==> config.mk <==
export PLATFORM = sky130hd
export DESIGN_NAME = cfg_bar_bank
export DESIGN_NICKNAME = d
export VERILOG_FILES = /design/src/rtl/cfgbar_pkg.sv /design/src/rtl/cfg_rst_sync.sv /design/src/rtl/cfg_lane_unit.sv /design/src/rtl/cfg_bar_slot.sv /design/src/rtl/cfg_hdr_word.sv /design/src/rtl/cfg_bar_bank.sv
export SDC_FILE = /design/constraint.sdc
export NUM_CORES = 1
export LEC_CHECK = 0
export BUFFER_PORTS_ARGS = -buffer_cell sky130_fd_sc_hd__buf_2
export CORE_MARGIN = 1.5
export CORE_UTILIZATION = 55
export DETAILED_ROUTE_END_ITERATION = 6
export PLACE_DENSITY_LB_ADDON = 0.25
export SYNTH_ARGS = -nofsm -noshare
export SYNTH_HDL_FRONTEND = slang
export SYNTH_SLANG_ARGS = --single-unit
==> constraint.sdc <==
create_clock -name clk -period 37.4 [get_ports clk]
set_input_delay 0 -clock clk [delete_from_list [all_inputs] [get_ports clk]]
set_output_delay 0 -clock clk [all_outputs]
set_load 0.1 [all_outputs]
==> src/rtl/cfgbar_pkg.sv <==
package cfgbar_pkg;
  localparam int HDR_DWORDS   = 16;
  localparam int OFF_W        = $clog2(HDR_DWORDS * 4);
  localparam int DW_IDX_W     = OFF_W - 2;
  localparam int NUM_BARS     = 6;
  localparam int FIRST_BAR_DW = 4;
  localparam int LAST_BAR_DW  = FIRST_BAR_DW + NUM_BARS - 1;
  localparam int PIN_DW       = 15;
  localparam logic [3:0]  PIN_LANES  = 4'b0010;
  localparam logic [31:0] PIN_VALUE  = 32'h0000_0100;
  localparam logic [31:0] IO_KEEP    = 32'hFFFF_FFFC;
  localparam logic [31:0] MEM_KEEP   = 32'hFFFF_FFF0;

  typedef enum logic [1:0] {
    SZ_BYTE = 2'd0,
    SZ_HALF = 2'd1,
    SZ_WORD = 2'd2,
    SZ_ALT  = 2'd3
  } acc_size_e;

  function automatic logic [31:0] lanes_to_bits(input logic [3:0] lanes);
    logic [31:0] b;
    for (int i = 0; i < 4; i++) b[8*i +: 8] = {8{lanes[i]}};
    return b;
  endfunction

  function automatic logic [31:0] rd_format(input logic [31:0] w,
                                            input logic [1:0]  lo,
                                            input logic [1:0]  sz);
    logic [31:0] s;
    s = w >> {lo, 3'b000};
    case (acc_size_e'(sz))
      SZ_BYTE: return {24'h0, s[7:0]};
      SZ_HALF: return {16'h0, s[15:0]};
      default: return s;
    endcase
  endfunction
endpackage

==> src/rtl/cfg_rst_sync.sv <==
module cfg_rst_sync (
  input  logic clk,
  input  logic rst_ni,
  output logic rst_sync_no
);
  logic [1:0] sync_q;

  always_ff @(posedge clk or negedge rst_ni) begin
    if (!rst_ni) sync_q <= 2'b00;
    else         sync_q <= {sync_q[0], 1'b1};
  end

  assign rst_sync_no = sync_q[1];
endmodule

==> src/rtl/cfg_lane_unit.sv <==
module cfg_lane_unit
  import cfgbar_pkg::*;
(
  input  logic [1:0]  off_lo,
  input  logic [1:0]  size,
  input  logic [31:0] wdata,
  output logic [3:0]  lane_en,
  output logic [31:0] wdata_al
);
  logic [3:0] span;
  logic [7:0] shifted;

  always_comb begin
    case (acc_size_e'(size))
      SZ_BYTE: span = 4'b0001;
      SZ_HALF: span = 4'b0011;
      default: span = 4'b1111;
    endcase
    shifted  = {4'b0000, span} << off_lo;
    lane_en  = shifted[3:0];
    wdata_al = wdata << {off_lo, 3'b000};
  end
endmodule

==> src/rtl/cfg_bar_slot.sv <==
module cfg_bar_slot
  import cfgbar_pkg::*;
#(
  parameter int          SIZE_LOG2 = 12,
  parameter bit          IS_IO     = 1'b0,
  parameter logic [31:0] BASE      = 32'h0
) (
  input  logic        clk,
  input  logic        rst_n,
  input  logic        wr_hit,
  input  logic [3:0]  lane_en,
  input  logic [31:0] wdata_al,
  output logic [31:0] q
);
  localparam logic [31:0] KEEP      = IS_IO ? IO_KEEP : MEM_KEEP;
  localparam logic [31:0] TYPE_BITS = IS_IO ? 32'h1 : 32'h0;
  localparam logic [31:0] SIZE_MASK = ~((32'd1 << SIZE_LOG2) - 32'd1);
  localparam logic [31:0] RST_VAL   = (SIZE_LOG2 == 0) ? 32'h0
                                      : ((BASE & SIZE_MASK & KEEP) | TYPE_BITS);

  logic [31:0] bar_q, bar_d, src, merged;
  logic        probe;

  always_comb begin
    probe  = (lane_en == 4'hF) && (wdata_al == 32'hFFFF_FFFF);
    src    = probe ? SIZE_MASK : wdata_al;
    merged = (src & KEEP) | (bar_q & ~KEEP);
    bar_d  = bar_q;
    for (int i = 0; i < 4; i++) begin
      if (wr_hit && lane_en[i]) bar_d[8*i +: 8] = merged[8*i +: 8];
    end
  end

  always_ff @(posedge clk or negedge rst_n) begin
    if (!rst_n) bar_q <= RST_VAL;
    else        bar_q <= bar_d;
  end

  assign q = bar_q;
endmodule

==> src/rtl/cfg_hdr_word.sv <==
module cfg_hdr_word
  import cfgbar_pkg::*;
#(
  parameter logic [31:0] INIT     = 32'h0,
  parameter logic [3:0]  RO_LANES = 4'b0000,
  parameter logic [31:0] RO_VAL   = 32'h0
) (
  input  logic        clk,
  input  logic        rst_n,
  input  logic        wr_hit,
  input  logic [3:0]  lane_en,
  input  logic [31:0] wdata_al,
  output logic [31:0] q
);
  localparam logic [31:0] RO_BITS = lanes_to_bits(RO_LANES);
  localparam logic [31:0] RST_VAL = (INIT & ~RO_BITS) | (RO_VAL & RO_BITS);

  logic [31:0] word_q, word_d;

  always_comb begin
    word_d = word_q;
    for (int i = 0; i < 4; i++) begin
      if (RO_LANES[i])                  word_d[8*i +: 8] = RO_VAL[8*i +: 8];
      else if (wr_hit && lane_en[i])    word_d[8*i +: 8] = wdata_al[8*i +: 8];
    end
  end

  always_ff @(posedge clk or negedge rst_n) begin
    if (!rst_n) word_q <= RST_VAL;
    else        word_q <= word_d;
  end

  assign q = word_q;
endmodule

==> src/rtl/cfg_bar_bank.sv <==
module cfg_bar_bank
  import cfgbar_pkg::*;
#(
  parameter logic [NUM_BARS-1:0] BAR_IS_IO = 6'b01_0010,
  parameter int          BAR_SZ_LOG2 [NUM_BARS] = '{12, 8, 0, 16, 4, 0},
  parameter logic [31:0] BAR_BASE    [NUM_BARS] = '{32'hC000_0000, 32'h0000_C100,
                                                    32'h0, 32'hD001_0000,
                                                    32'h0000_1040, 32'h0},
  parameter logic [31:0] HDR_INIT  [HDR_DWORDS] = '{32'h7E11_C0DE, 32'h0010_0006,
                                                    32'h0200_0001, 32'h0000_0010,
                                                    32'h0, 32'h0, 32'h0, 32'h0,
                                                    32'h0, 32'h0, 32'h0,
                                                    32'h00A1_00B2, 32'h0,
                                                    32'h0000_0040, 32'h0,
                                                    32'h0000_000B}
) (
  input  logic             clk,
  input  logic             rst_ni,
  input  logic             cfg_wr_en,
  input  logic             cfg_rd_en,
  input  logic [OFF_W-1:0] cfg_off,
  input  logic [1:0]       cfg_size,
  input  logic [31:0]      cfg_wdata,
  output logic [31:0]      cfg_rdata,
  output logic             cfg_rvalid
);
  logic                rst_sync_n;
  logic [DW_IDX_W-1:0] dw_sel;
  logic [3:0]          lane_en;
  logic [31:0]         wdata_al;
  logic [31:0]         word_q [HDR_DWORDS];
  logic                target_nz, wr_ok;
  logic [31:0]         rdata_q, rdata_d;
  logic                rvalid_q, rvalid_d;

  cfg_rst_sync u_rst_sync (
    .clk         (clk),
    .rst_ni      (rst_ni),
    .rst_sync_no (rst_sync_n)
  );

  cfg_lane_unit u_lane (
    .off_lo   (cfg_off[1:0]),
    .size     (cfg_size),
    .wdata    (cfg_wdata),
    .lane_en  (lane_en),
    .wdata_al (wdata_al)
  );

  assign dw_sel    = cfg_off[OFF_W-1:2];
  assign target_nz = (word_q[dw_sel] != 32'h0);
  assign wr_ok     = cfg_wr_en && target_nz;

  for (genvar g = 0; g < HDR_DWORDS; g++) begin : g_word
    logic hit;
    assign hit = wr_ok && (dw_sel == DW_IDX_W'(g));
    if (g >= FIRST_BAR_DW && g <= LAST_BAR_DW) begin : g_bar
      cfg_bar_slot #(
        .SIZE_LOG2 (BAR_SZ_LOG2[g-FIRST_BAR_DW]),
        .IS_IO     (BAR_IS_IO[g-FIRST_BAR_DW]),
        .BASE      (BAR_BASE[g-FIRST_BAR_DW])
      ) u_slot (
        .clk      (clk),
        .rst_n    (rst_sync_n),
        .wr_hit   (hit),
        .lane_en  (lane_en),
        .wdata_al (wdata_al),
        .q        (word_q[g])
      );
    end else begin : g_plain
      cfg_hdr_word #(
        .INIT     (HDR_INIT[g]),
        .RO_LANES ((g == PIN_DW) ? PIN_LANES : 4'b0000),
        .RO_VAL   ((g == PIN_DW) ? PIN_VALUE : 32'h0)
      ) u_word (
        .clk      (clk),
        .rst_n    (rst_sync_n),
        .wr_hit   (hit),
        .lane_en  (lane_en),
        .wdata_al (wdata_al),
        .q        (word_q[g])
      );
    end
  end

  always_comb begin
    rvalid_d = cfg_rd_en;
    rdata_d  = rdata_q;
    if (cfg_rd_en) rdata_d = rd_format(word_q[dw_sel], cfg_off[1:0], cfg_size);
  end

  always_ff @(posedge clk or negedge rst_sync_n) begin
    if (!rst_sync_n) begin
      rvalid_q <= 1'b0;
      rdata_q  <= 32'h0;
    end else begin
      rvalid_q <= rvalid_d;
      rdata_q  <= rdata_d;
    end
  end

  assign cfg_rdata  = rdata_q;
  assign cfg_rvalid = rvalid_q;
endmodule

==> results of run 1 <==
==> kinds of logic (layout without fill, tap and decap cells) <==
kind of cell / count (synthesis) / after routing
other: 1 / 5
AOI/OAI and AO/OA: 179 / 179
and+or+nand+nor: 270 / 270
muxes: 654 / 654
buffers and inverters: 152 / 238
DFF: 519 / 519
==> worst register-to-register path: stages, from the launching register on <==
cell and delay, ns:
dfrtp_1 0.39, mux4_2 0.48, a22o_1 0.25, a221oi_1 0.74
o21ai_0 0.21, nor4_1 0.58, nand4_4 0.50, buf_4 0.47
and3_1 0.44, mux2_4 0.37
==> path summary, 6_finish.rpt <==
path                                                 startpoint                               to  slack [ns]  cells past startpoint
worst max-delay path                                 cfg_off[3]  g_word[10].g_plain.u_word.q[20]       32.64                     11
worst min-delay path                              cfg_wdata[11]     g_word[4].g_bar.u_slot.q[11]        0.03                      4
worst max register to register  g_word[10].g_plain.u_word.q[23]  g_word[10].g_plain.u_word.q[20]       32.86                      9
worst min register to register             u_rst_sync.sync_q[0]             u_rst_sync.sync_q[1]        0.35                      0
max in group asynchronous                  u_rst_sync.sync_q[1]                     cfg_rdata[4]       33.73                      3
min in group asynchronous                                rst_ni             u_rst_sync.sync_q[1]        0.25                      3
==> registers in the layout (all words and copies together) (netlist names) <==
signal and count:
cfg_rdata 32, g_word.g_plain.u_word.q 312, u_rst_sync.sync_q 2, g_word.g_bar.u_slot.q 172
cfg_rvalid 1
==> Yosys cell counts, drive strengths merged (4+ instances only) <==
| cell | instances | area, um^2 |
|---|---|---|
| o2bb2ai | 18 | 158 |
| nand3b | 17 | 289 |
| nor2b | 20 | 125 |
| and4 | 4 | 35.0 |
| a22oi | 38 | 285 |
| mux4 | 96 | 2160 |
| a221oi | 4 | 35.0 |
| nand2b | 13 | 81.3 |
| dfstp | 44 | 1160 |
| nand3 | 16 | 158 |
| a21oi | 35 | 175 |
| nor4 | 7 | 50.1 |
| or2 | 5 | 31.3 |
| buf | 60 | 427 |
| and3 | 23 | 144 |
| clkbuf | 82 | 308 |
| nand2 | 58 | 218 |
| o211ai | 5 | 37.5 |
| inv | 9 | 33.8 |
| nand4 | 8 | 56.3 |
| dfrtp | 475 | 11900 |
| and2 | 6 | 37.5 |
| o21ai | 31 | 155 |
| a22o | 14 | 123 |
| or3 | 8 | 50.1 |
| mux2i | 63 | 631 |
| o22ai | 4 | 25.0 |
| nor2 | 62 | 233 |
| o32ai | 5 | 43.8 |
| a211oi | 8 | 60.1 |
| mux2 | 495 | 6020 |
| nor3 | 15 | 75.1 |
==> layer usage <==
layer	up-vias	track usage, %	part of all wire, %
met3	170	6.64	7.8
met1	8340	41.8	43
met4	4	12.1	4.2
met2	629	42.0	44
li1	6706	-	-
met5	-	0	0.039
==> cell type report <==
class	count	area, um^2
fill	3371	17200
sequential	519	13000
multi-input combinational	1104	11800
clock buffer	80	1590
timing repair buffer	127	818
tap	600	751
clock inverter	21	308
inverter	10	37.5
antenna	4	10.0
==> where the power goes <==
part / leakage, nW / internal (mW) / switching (mW)
Clock: 0.931 / 0.343 / 0.226
Combinational: 5.51 / 0.152 / 0.154
Sequential: 6.65 / 0.677 / 0.0599
==> metrics by stage <==
stage	hold WS (ns)	power (mW)	std cells	area (um^2)
after floorplan	-0.296	0.960	1775	25500
after global placement	-0.211	1.03	2343	26300
after detailed placement	-0.208	1.05	2343	26300
after CTS	0.0126	1.62	2461	28300
after global routing	0.0512	1.67	2461	28300
final	0.0340	1.61	2465	28300
==> results.toml, run 1 <==
[outcome]
outcome = "finished, final reports clean"

[pwr]
vdd_drop_max_uv = 44.3
p_leak_nw = 13.1
powerDensity_mw_per_mm2 = 56.8

[clocking]
numCtsBuffers = 54
post-cts-setup-buffer-count = 0
clkTransAtPathRegs_ns = 0.06
cts_tree = "yes"
clk_latency_ns = 0.62
cts_resized = 0
cts_root_buffer = "clkbuf_16"
holdBufCountCts = 17
htreeDepth = 2
clock-sinks = 519
cts.path.max_buffers = 3

[floorplan]
ios = 77
die_h_um = 218
fp-row-count = 78
start_util_pct = 56.0
fp.dieW_um = 218
coreArea_mm2 = 0.0456
die_area_mm2 = 0.0477

[timing]
finalHoldViolCount = 0
setup_violations = 0
slew-limit-headroom_pct = 14.6
maxSlewViolCount = 0
fin_worst_skew_ns = 0.0218
fin_crit_ns = 4.76
fmax_mhz = 210
tightest_slew_ns = 1.28
worst_slack_ns = 32.64
finalCritPeriodShare_pct = 12.7
final.setup.tns_ns = 0
grt_setup_unrepaired = "false"

[synthesis]
ys_async_sr_fraction_pct = 100
synth_top_family_by_area = "multiplexers"
yosysWarnings = 0
synth_nets = 1819
synth_xor_xnor_area_share_pct = 0
yosys.area_share.simple_pct = 6.51
yosys_most_used_dff = "dfrtp_1"
ys_types = 62
seq_area_frac_synth_pct = 51.1
syn_avg_cell_area_um2 = 14.4
ys_seq_elements = 519
synth_edf_count = 0
synth_mux_area_share_pct = 34.5
syn_inst = 1775
syn_area_mm2 = 0.0255
synth_compound_area_share_pct = 4.86
synth_fa_ha_area_share_pct = 0

[layout]
post-route-util_pct = 62.2
final_common_cell = "dfrtp_1"
drive_gt1_share_pct = 32.0
final_cell_mix = "dfrtp_1 (474), mux2_1 (281), mux2_4 (120)"
final_nets = 1860
syn_to_final_growth_pct = 11.0

[setup_path]
cpLargestDelayFamily = "buffers and inverters"
worstPathArrival_ns = 5.25
end_kind = "register"
cp_common_cell = "buf_4"
crit_slowest_cell = "a221oi_1"
crit_chain = "buf_6, buf_4, mux4_2, a22o_1, a221oi_1, o21ai_0, nor4_1, nand4_4, buf_4, and3_1, mux2_4"
crit_buf_inv = 3
worstSetupStartpointType = "input port"
worstPathRequired_ns = 37.90
critPathMaxFanout = 60
critical_path_class = "in -> reg"
max_stage_delay_ns = 0.74

[global_route]
grt_max_degree = 83
antenna_found_initial = 2
grt_pass1_wl_um = 103000
track_usage_pct = 28.9
grt_pass1_vias = 16187
grt-ovfl-total = 0

[placed_design]
dpl_worst_slack_ns = 32.10
gp_congestion = 0.911
dpl.hpwl_um = 44600
port_buffers = 76

[detailed_routing]
post_drt_wl_per_cell_um = 27.2
drc = 0
num_vias = 15849
drt-total-wl_um = 67000
drtIter0Drc = 1500
firstDrtPassIters = 6
drt-vias-per-instance = 6.43
drtAntennaViolNets = 0

[flow_run]
max-cap-violations = 0

[hold_path]
hold_class = "in -> reg"
(Power assumes the default switching activity.)
==> run 2, diff against run 1 <==
- ABC_AREA: unset -> 1
- clock period: 37.4 -> 4.77 ns (I/O delays scaled with it)
==> run 2 against run 1 <==
Effect of this change: routed wire length up 38%; cell area up 3.8%; flip-flop and latch count unchanged; sequential power rose to 8.0 times the previous value; global-route usage up 8.8 points; via count up 63%; sequential share of layout area down 1.7 points; final cell count up 85%; clock power rose to 7.5 times the previous value; critical path type unchanged; largest cell class unchanged.
==> results.toml, run 2 <==
[outcome]
outcome = "finished, final reports clean"

[layout]
final_cell_mix = "nand2_1 (2718), dfrtp_1 (474), nor2_1 (124)"
final_nets = 3935
drive_gt1_share_pct = 9.04
largest_register_ffs = 312
syn_to_final_growth_pct = 11.1
final_cells = 4553
final_common_cell = "nand2_1"
regArea_mm2 = 0.0130
fill_cells = 4413
multiInputGateArea_mm2 = 0.0125

[clocking]
clkTransAtPathRegs_ns = 0.06
clock-sinks = 519
cts_root_buffer = "clkbuf_16"
cts.path.max_buffers = 3
holdBufCountCts = 13
cts_tree = "yes"
clk_latency_ns = 0.63
htreeDepth = 2
numCtsBuffers = 56
cts_resized = 0
post-cts-setup-buffer-count = 0

[global_route]
antenna_found_initial = 3
track_usage_pct = 37.7
grt_pass1_wl_um = 144000
grt_max_degree = 134
grt-ovfl-total = 0
grt_pass1_vias = 24168

[setup_path]
worstSetupStartpointType = "input port"
cp_common_cell = "nand2_1"
worst_r2r_path_depth = 17
crit_chain = "buf_6, inv_6, buf_12, buf_4, nand2_1, nand2_1, nand2_1, nand2_1, nand2_1, nand2_1, nor2_1, nand2_1, nor2_1, nand2_1, nor2_2, nand2_4, buf_4, buf_4, nand4_1, nand2_1, nand2_1"
crit_slowest_cell = "buf_6"
critPathMaxFanout = 68
critical_path_class = "in -> reg"
max_stage_delay_ns = 0.46
worstPathArrival_ns = 4.03
worstPathRequired_ns = 5.33
end_kind = "register"

[synthesis]
synth_edf_count = 0
yosys.area_share.simple_pct = 44.8
ys_seq_elements = 519
synth_mux_area_share_pct = 0.0756
ys_async_sr_fraction_pct = 100
synth_nets = 3878
synth_top_family_by_area = "simple AND/OR/NAND/NOR gates"
yosysMostFrequentCell = "nand2_1"
yosys_most_used_dff = "dfrtp_1"
synth_area_leader_cell = "dfrtp_1"
synth_xor_xnor_area_share_pct = 0
seq_area_frac_synth_pct = 49.2
synth_fa_ha_area_share_pct = 0
synth.area.top_cells = "dfrtp_1 (45%), nand2_1 (39%), dfstp_2 (4.4%), nor2_1 (1.8%), nand4_1 (1.3%)"
synth_commonest_cells = "nand2_1 (2718), dfrtp_1 (475), nor2_1 (129)"
syn_area_mm2 = 0.0265
yosysWarnings = 0
synth_top_area_share_pct = 44.9
syn_inst = 3834
syn_avg_cell_area_um2 = 6.91
ys_types = 38
synth_compound_area_share_pct = 2.32

[placed_design]
port_buffers = 76
dpl.hpwl_um = 60900
dpl.cell_count = 4435
gp_congestion = 1.04

[pwr]
power_mw = 12.8
p_leak_nw = 16.8
powerDensity_mw_per_mm2 = 436
vdd_drop_max_uv = 282

[timing]
final.setup.tns_ns = 0
setup_violations = 0
finalHoldViolCount = 0
fmax_mhz = 288
finalCritPeriodShare_pct = 72.7
slew-limit-headroom_pct = 16.7
fin_worst_skew_ns = 0.0251
tightest_slew_ns = 1.24
grt_setup_unrepaired = "false"
maxSlewViolCount = 0
fin_crit_ns = 3.47

[detailed_routing]
drtIter0Drc = 3641
post_drt_wl_per_cell_um = 20.3
drt-total-wl_um = 92600
num_vias = 25849
drt-vias-per-instance = 5.68
drc = 0
firstDrtPassIters = 7
drtAntennaViolNets = 0

[floorplan]
die_h_um = 222
start_util_pct = 55.6
ios = 77
die_area_mm2 = 0.0495
coreArea_mm2 = 0.0476
fp-row-count = 80
fp.dieW_um = 222

[hold_path]
hold_class = "in -> reg"
hold_path_depth = 6

[flow_run]
max-cap-violations = 0
==> run 2: cells by family after synthesis <==
family / count (synthesis)
other: 1
DFF: 519
buffers and inverters: 198
and+or+nand+nor: 3021
muxes: 2
AOI/OAI and AO/OA: 93
==> run 2: stage by stage <==
| step | hold slack (ns) | setup WS [ns] | cell area (um^2) | util [%] |
|---|---|---|---|---|
| after floorplan | -0.296 | -0.260 | 26500 | - |
| after global placement | -0.211 | 0.928 | 27500 | 57.8 |
| after detailed placement | -0.210 | 0.893 | 27500 | 57.8 |
| after CTS | 0.00953 | 1.52 | 29400 | 61.8 |
| after global routing | 0.0610 | 1.13 | 29400 | 61.8 |
| final | 0.0350 | 1.30 | 29400 | 61.8 |
==> run 2: power by group <==
part           internal [mW]  total [mW]  switching, mW
clock network           2.45        4.28           1.83
logic                  0.828        2.67           1.84
registers               5.35        5.88          0.528
total                   8.63        12.8           4.19
==> run 2: final timing paths <==
kind,endpoint,slack (ns),from
worst max register to register,g_word[0].g_plain.u_word.q[5],1.42,g_word[15].g_plain.u_word.q[3]
max in group asynchronous,g_word[3].g_plain.u_word.q[16],3.30,u_rst_sync.sync_q[1]
min in group asynchronous,u_rst_sync.sync_q[0],0.24,rst_ni
worst min register to register,g_word[2].g_plain.u_word.q[3],0.32,u_rst_sync.sync_q[1]
worst min-delay path,g_word[1].g_plain.u_word.q[20],0.03,cfg_wdata[12]
worst max-delay path,g_word[0].g_plain.u_word.q[6],1.30,cfg_off[2]
==> run 2: routing by layer <==
metal | vias to the layer above | global-route usage, % | wire length [um]
li1 | 11894 | - | -
met1 | 12009 | 52.6 | 37200
met2 | 1597 | 55.4 | 39300
met3 | 343 | 9.40 | 11100
met4 | 6 | 17.4 | 4940
met5 | - | 0 | 40
==> run 2: worst max-delay path, delay by kind of cell <==
kind                   cells  cell delay [ns]
and+or+nand+nor           15             2.06
buffers and inverters      6             1.78
==> run 2: final cells by class <==
type / count / share of cell area [%]
diodes: 2 / 0.0170
clock inverters: 12 / 0.408
multi-input cells: 3117 / 42.6
clock buffers: 91 / 5.59
well taps: 615 / 2.61
repair buffers: 162 / 3.98
flip-flops and latches: 519 / 44.3
inverters: 35 / 0.472
